--- src/rtl/i2c_tgt_pkg.sv ---
package i2c_tgt_pkg;
    localparam int DW   = 8;
    localparam int IDXW = 3;
    localparam int CNTW = $clog2(DW + 1);

    typedef enum logic [3:0] {
        ST_IDLE,
        ST_ADDR,
        ST_ADDR_ACK,
        ST_CMD,
        ST_CMD_ACK,
        ST_WDATA,
        ST_WDATA_ACK,
        ST_RDATA,
        ST_RACK
    } tgt_state_e;
endpackage

--- src/rtl/i2c_line_filter.sv ---
module i2c_line_filter #(
    parameter int FILT_CYC = 4
) (
    input  logic clk,
    input  logic rst_n,
    input  logic raw,
    output logic clean
);
    localparam int CW = $clog2(FILT_CYC + 1);

    typedef struct packed {
        logic [1:0]    sync;
        logic [CW-1:0] cnt;
        logic          line;
    } filt_t;

    filt_t q, d;

    always_comb begin
        d      = q;
        d.sync = {q.sync[0], raw};
        if (q.sync[1] != q.line) begin
            if (q.cnt == CW'(FILT_CYC - 1)) begin
                d.line = q.sync[1];
                d.cnt  = '0;
            end else begin
                d.cnt = q.cnt + 1'b1;
            end
        end else begin
            d.cnt = '0;
        end
    end

    always_ff @(posedge clk or negedge rst_n) begin
        if (!rst_n) begin
            q.sync <= 2'b11;
            q.cnt  <= '0;
            q.line <= 1'b1;
        end else begin
            q <= d;
        end
    end

    assign clean = q.line;


    filt_follow_chk: assert property (@(posedge clk) disable iff (!rst_n)
        !$stable(q.line) |-> ($past(q.sync[1]) == q.line));
endmodule

--- src/rtl/i2c_bus_events.sv ---
module i2c_bus_events (
    input  logic clk,
    input  logic rst_n,
    input  logic scl,
    input  logic sda,
    output logic start_det,
    output logic stop_det,
    output logic scl_rise,
    output logic scl_fall
);
    logic scl_q, sda_q;

    always_ff @(posedge clk or negedge rst_n) begin
        if (!rst_n) begin
            scl_q <= 1'b1;
            sda_q <= 1'b1;
        end else begin
            scl_q <= scl;
            sda_q <= sda;
        end
    end

    assign start_det = scl_q & scl & sda_q & ~sda;
    assign stop_det  = scl_q & scl & ~sda_q & sda;
    assign scl_rise  = ~scl_q & scl;
    assign scl_fall  = scl_q & ~scl;
endmodule

--- src/rtl/i2c_pair_target.sv ---
module i2c_pair_target
    import i2c_tgt_pkg::*;
#(
    parameter int         FILT_CYC = 4,
    parameter logic [4:0] ADDR_HI  = 5'b11101
) (
    input  logic            clk,
    input  logic            rst_n,
    input  logic            scl_in,
    input  logic            sda_in,
    input  logic [1:0]      strap_a,
    output logic            sda_pull_low,
    output logic [IDXW-1:0] rd_idx,
    input  logic [DW-1:0]   rd_byte,
    output logic            wr_stb,
    output logic [IDXW-1:0] wr_idx,
    output logic [DW-1:0]   wr_byte
);
    localparam int NLINE = 2;

    typedef struct packed {
        tgt_state_e      st;
        logic [DW-1:0]   sh;
        logic [CNTW-1:0] cnt;
        logic            rw;
        logic            nack;
        logic [IDXW-1:0] ptr;
        logic            drv;
        logic            wr_en;
        logic [IDXW-1:0] wr_addr;
        logic [DW-1:0]   wr_data;
    } tgt_t;

    logic [NLINE-1:0] raw_lines, clean_lines;
    assign raw_lines = {scl_in, sda_in};

    for (genvar g = 0; g < NLINE; g++) begin : g_filt
        i2c_line_filter #(.FILT_CYC(FILT_CYC)) u_filt (
            .clk   (clk),
            .rst_n (rst_n),
            .raw   (raw_lines[g]),
            .clean (clean_lines[g])
        );
    end

    logic scl_f, sda_f;
    assign scl_f = clean_lines[1];
    assign sda_f = clean_lines[0];

    logic start_det, stop_det, scl_rise, scl_fall;

    i2c_bus_events u_evt (
        .clk       (clk),
        .rst_n     (rst_n),
        .scl       (scl_f),
        .sda       (sda_f),
        .start_det (start_det),
        .stop_det  (stop_det),
        .scl_rise  (scl_rise),
        .scl_fall  (scl_fall)
    );

    tgt_t q, d;
    logic byte_done;
    assign byte_done = scl_fall && (q.cnt == CNTW'(DW));

    always_comb begin
        d       = q;
        d.wr_en = 1'b0;
        if (start_det) begin
            d.st  = ST_ADDR;
            d.cnt = '0;
            d.drv = 1'b0;
        end else if (stop_det) begin
            d.st  = ST_IDLE;
            d.drv = 1'b0;
        end else begin
            unique case (q.st)
                ST_ADDR, ST_CMD, ST_WDATA: begin
                    if (scl_rise) begin
                        d.sh  = {q.sh[DW-2:0], sda_f};
                        d.cnt = q.cnt + 1'b1;
                    end else if (byte_done) begin
                        d.drv = 1'b1;
                        if (q.st == ST_ADDR) begin
                            if (q.sh[DW-1:1] == {ADDR_HI, strap_a}) begin
                                d.rw = q.sh[0];
                                d.st = ST_ADDR_ACK;
                            end else begin
                                d.drv = 1'b0;
                                d.st  = ST_IDLE;
                            end
                        end else if (q.st == ST_CMD) begin
                            d.ptr = q.sh[IDXW-1:0];
                            d.st  = ST_CMD_ACK;
                        end else begin
                            d.wr_en   = (q.ptr[IDXW-1:1] != '0);
                            d.wr_addr = q.ptr;
                            d.wr_data = q.sh;
                            d.ptr[0]  = ~q.ptr[0];
                            d.st      = ST_WDATA_ACK;
                        end
                    end
                end
                ST_ADDR_ACK: begin
                    if (scl_fall) begin
                        d.cnt = '0;
                        if (q.rw) begin
                            d.sh  = rd_byte;
                            d.drv = ~rd_byte[DW-1];
                            d.st  = ST_RDATA;
                        end else begin
                            d.drv = 1'b0;
                            d.st  = ST_CMD;
                        end
                    end
                end
                ST_CMD_ACK, ST_WDATA_ACK: begin
                    if (scl_fall) begin
                        d.drv = 1'b0;
                        d.cnt = '0;
                        d.st  = ST_WDATA;
                    end
                end
                ST_RDATA: begin
                    if (scl_fall) begin
                        if (q.cnt == CNTW'(DW - 1)) begin
                            d.drv    = 1'b0;
                            d.ptr[0] = ~q.ptr[0];
                            d.st     = ST_RACK;
                        end else begin
                            d.sh  = {q.sh[DW-2:0], 1'b0};
                            d.drv = ~q.sh[DW-2];
                            d.cnt = q.cnt + 1'b1;
                        end
                    end
                end
                ST_RACK: begin
                    if (scl_rise) begin
                        d.nack = sda_f;
                    end else if (scl_fall) begin
                        if (q.nack) begin
                            d.st = ST_IDLE;
                        end else begin
                            d.sh  = rd_byte;
                            d.drv = ~rd_byte[DW-1];
                            d.cnt = '0;
                            d.st  = ST_RDATA;
                        end
                    end
                end
                default: d.st = ST_IDLE;
            endcase
        end
    end

    always_ff @(posedge clk or negedge rst_n) begin
        if (!rst_n) begin
            q.st      <= ST_IDLE;
            q.sh      <= '0;
            q.cnt     <= '0;
            q.rw      <= 1'b0;
            q.nack    <= 1'b1;
            q.ptr     <= '0;
            q.drv     <= 1'b0;
            q.wr_en   <= 1'b0;
            q.wr_addr <= '0;
            q.wr_data <= '0;
        end else begin
            q <= d;
        end
    end

    assign sda_pull_low = q.drv;
    assign rd_idx       = q.ptr;
    assign wr_stb       = q.wr_en;
    assign wr_idx       = q.wr_addr;
    assign wr_byte      = q.wr_data;


    wr_single_pulse_chk: assert property (@(posedge clk) disable iff (!rst_n)
        wr_stb |=> !wr_stb);


    ptr_pair_toggle_chk: assert property (@(posedge clk) disable iff (!rst_n)
        wr_stb |-> (rd_idx == {wr_idx[IDXW-1:1], ~wr_idx[0]}));


    no_input_write_chk: assert property (@(posedge clk) disable iff (!rst_n)
        wr_stb |-> (wr_idx[IDXW-1:1] != '0));


    stop_release_chk: assert property (@(posedge clk) disable iff (!rst_n)
        stop_det |=> !sda_pull_low);


    start_release_chk: assert property (@(posedge clk) disable iff (!rst_n)
        start_det |=> !sda_pull_low);
endmodule

--- config.mk ---
export PLATFORM = sky130hd
export DESIGN_NAME = i2c_pair_target
export DESIGN_NICKNAME = d
export VERILOG_FILES = /design/src/rtl/i2c_tgt_pkg.sv /design/src/rtl/i2c_line_filter.sv /design/src/rtl/i2c_bus_events.sv /design/src/rtl/i2c_pair_target.sv
export SDC_FILE = /design/constraint.sdc
export NUM_CORES = 1
export LEC_CHECK = 0
export CAP_MARGIN = 20
export CORE_MARGIN = 1
export CORE_UTILIZATION = 50
export DETAILED_ROUTE_END_ITERATION = 6
export GPL_TIMING_DRIVEN = 0
export PLACE_DENSITY = 0.84
export SLEW_MARGIN = 5
export SYNTH_ARGS = -nofsm -noshare
export SYNTH_HDL_FRONTEND = slang
export SYNTH_HIERARCHICAL = 1
export SYNTH_SLANG_ARGS = --single-unit
--- constraint.sdc ---
create_clock -name clk -period 2.7 [get_ports clk]
set_input_delay 0.54 -clock clk [delete_from_list [all_inputs] [get_ports clk]]
set_output_delay 0.54 -clock clk [all_outputs]
set_load 0.05 [all_outputs]
==> out/qor.csv <==
metric,value,unit
endpoint,wr_byte[4],
die_w,75.8,um
htree_levels,2,
p_sw_frac,0.397,
drt.antenna.violating_nets,0,
cp.arrival,2.72,ns
cts_tree,built,
synth_seq_cells,48,
timing.rr.end,wr_byte[4],
grt_max_degree,40,
outcome,"finished, final reports clean",
p_clk_frac,0.169,
finalWorstSetupSlack,0.165,ns
drt_pass1_iterations,4,
critPathBufInv,2,
syn_area,0.00272,mm2
relSlewSlack,0.593,
cp.required,2.89,ns
p_int,1.83,mW
rsz0062_at_grt,no,
start_kind,flop,
r2r_start,g_filt[1].u_filt/clean,
finalNonFillerCells,357,
pwr-share-comb,0.479,
globalplace.congestion,0.934,
p_seq_frac,0.352,
reg2reg_setup_slack,0.17,ns
fin_skew,0.00983,ns
dieArea,0.00574,mm2
root_buffer,clkbuf_8,
nets,304,
critPathCaptureType,flop,
wl,5.50,mm
final_max_slew_viol_count,0,
path_clk_slew,0.09,ns
synth-edff-count,0,
grt_pass1_vias,1937,
slowest_stage,dfstp_2,
routed_via_density,5.70,
post_cts_buffers,0,
total_power,3.03,mW
ys_warn_count,6,
place_inst,349,
met1_length,2.54,mm
drv_cap,0,
setup_viol,0,
pin_count,30,
areaGrowthSynthToFinish,18.4,%
async_flop_share,1.00,
via_count,2036,
tightestPinTransition,0.604,ns
p_per_area,942,mW/mm2
antenna_found_initial,0,
cp.depth,7,
period_share,0.939,
initial_core_util,0.526,
io_buffer_count,29,
final_cell_area,0.00322,mm2
cts.sink_count,48,
max-clock-path-buffers,2,
crit_chain,"nor2b_1, and4bb_1, and2_1, clkbuf_1, nand4_1, buf_2, mux2_1",
clock_latency,0.30,ns
drcViolationCount,0,
cp_max_fo,10,
p_leak,1.43,nW
fmax,0.395,GHz
hold_path.class,input port to asynchronous set/reset pin,
p_switching,1.20,mW
highest_layer,met4,
drive_above_1_share,0.233,
dpl-instance-area,0.00311,mm2
ys_seq_area_frac,0.446,
grt_overflow_total,0,
cp_top_family,simple AND/OR/NAND/NOR gates,
postCtsResizedCells,0,
coreArea,0.00517,mm2
ys_types,62,
synthCells,249,
ff2ff_path_depth,7,
dieHeight,75.8,um
grtUsageTotal,0.215,
grt_first_pass_wirelength,9.22,mm
hpwl,3.92,mm
diodes,0,
finalHoldViolCount,0,
fin_crit,2.53,ns
avgSynthCellArea,10.9,um2
worst-setup-path-type,flop to flop,
syn_nets,267,
drt_iter0_drc,158,
synth_ff_type,dfrtp_1,
placement_rows,26,
wl_per_cell,15.4,um
route.met2.wl,2.57,mm
cts_hold_buf,0,
ir_drop,0.000542,V
cts_buffers,5,
crit_start,g_filt[1].u_filt/clean,
dr_wl_met3,336,um
pre_cts_slack,0.184,ns
cpPeakStageDelay,0.58,ns
metal layers:
metal | vias to the layer above | GRT usage
met3 | 8 | 0.0423
met1 | 989 | 0.309
met2 | 79 | 0.324
li1 | 960 | -
met4 | 0 | 0.0720
met5 | - | 0
worst register-to-register path: stages, from the launching register on:
cell and delay, ns:
dfstp_2 0.58, nor2b_1 0.40, and4bb_1 0.28, and2_1 0.15
clkbuf_1 0.16, nand4_1 0.21, buf_2 0.29, mux2_1 0.35
area by class of cell:
class | instances | area (um2)
Inverter | 7 | 26.3
Clock buffer | 7 | 76.3
Timing Repair Buffer | 30 | 305
Sequential cell | 48 | 1210
Fill cell | 399 | 1950
Buffer | 25 | 164
Tap cell | 70 | 87.6
Multi-Input combinational cell | 169 | 1320
Clock inverter | 1 | 30.0
flip-flops by register name, summed over array words and instances (netlist names):
name                 count
q                       18
g_filt.u_filt/q          8
wr_byte                  8
rd_idx                   3
wr_idx                   3
g_filt.u_filt/clean      2
g_filt.u_filt/d          2
sda_pull_low             1
u_evt/scl_q              1
u_evt/sda_q              1
wr_stb                   1
cell families (layout without fill, tap and decap cells):
logic type / count (synthesis) / after routing / synth area share
flops: 48 / 48 / 0.446
simple gates: 80 / 80 / 0.183
compound gates: 46 / 46 / 0.126
xor+xnor: 4 / 4 / 0.0129
buf+inv: 32 / 70 / 0.0699
mux: 35 / 35 / 0.144
fa+ha+maj: 4 / 4 / 0.0184
metrics by stage:
step                      setup TNS (ns)  hold WS (ns)   util
after global routing                   0        0.0972  0.622
after global placement             -9.80         0.348  0.599
final                                  0        0.0930  0.622
after floorplan                        0         0.244      -
after CTS                              0         0.104  0.622
after detailed placement               0         0.349  0.602
cell usage in the layout, fill, tap and decap left out, types with 3 or more instances in the layout:
cell type	n
nand2_1	8
o2bb2ai_1	3
a211oi_1	3
mux2_1	17
clkbuf_8	5
nor3b_1	4
buf_2	9
mux2_2	16
nand2b_1	10
nor2b_1	5
a21oi_1	10
inv_1	7
clkdlybuf4s50_1	28
and4b_1	3
o21ai_0	6
buf_4	14
dfstp_2	9
nor3_1	6
dfrtp_1	39
ha_1	4
nand3_1	7
nor2_1	14
clkbuf_1	4
cells in the mapped netlist (3+ instances only):
library cell / instances / area, um2
ha_1: 4 / 50.1
dfrtp_1: 39 / 976
nand3_1: 7 / 35.0
o2bb2ai_1: 3 / 26.3
nor2_1: 14 / 52.6
nand2_1: 8 / 30.0
mux2_2: 16 / 180
inv_1: 7 / 26.3
nor2b_1: 5 / 31.3
nor3b_1: 4 / 30.0
nand2b_1: 10 / 62.6
mux2_1: 17 / 191
and4b_1: 3 / 30.0
buf_2: 8 / 40.0
dfstp_2: 9 / 236
nor3_1: 6 / 30.0
buf_4: 14 / 105
o21ai_0: 6 / 30.0
a21oi_1: 10 / 50.1
a211oi_1: 3 / 22.5
worst min-delay path by stage:
stage                     depth (start not counted)  slack [ns]                    end
after CTS                                         1        0.10           sda_pull_low
after global placement                            0        0.35  g_filt[1].u_filt/q[5]
final                                             1        0.09                 wr_stb
after floorplan                                   0        0.24  g_filt[0].u_filt/q[1]
after global routing                              1         0.1                 wr_stb
after detailed placement                          0        0.35  g_filt[0].u_filt/q[5]
power by group through the flow:
stage               registers [mW]  logic (mW)  clock network, mW
floorplan                     1.06        1.10                  0
global placement              1.07        1.40                  0
detailed placement            1.08        1.42                  0
CTS                           1.07        1.44              0.520
global route                  1.10        1.60              0.549
finish                        1.07        1.45              0.511
Power figures use the tool's default switching activity.
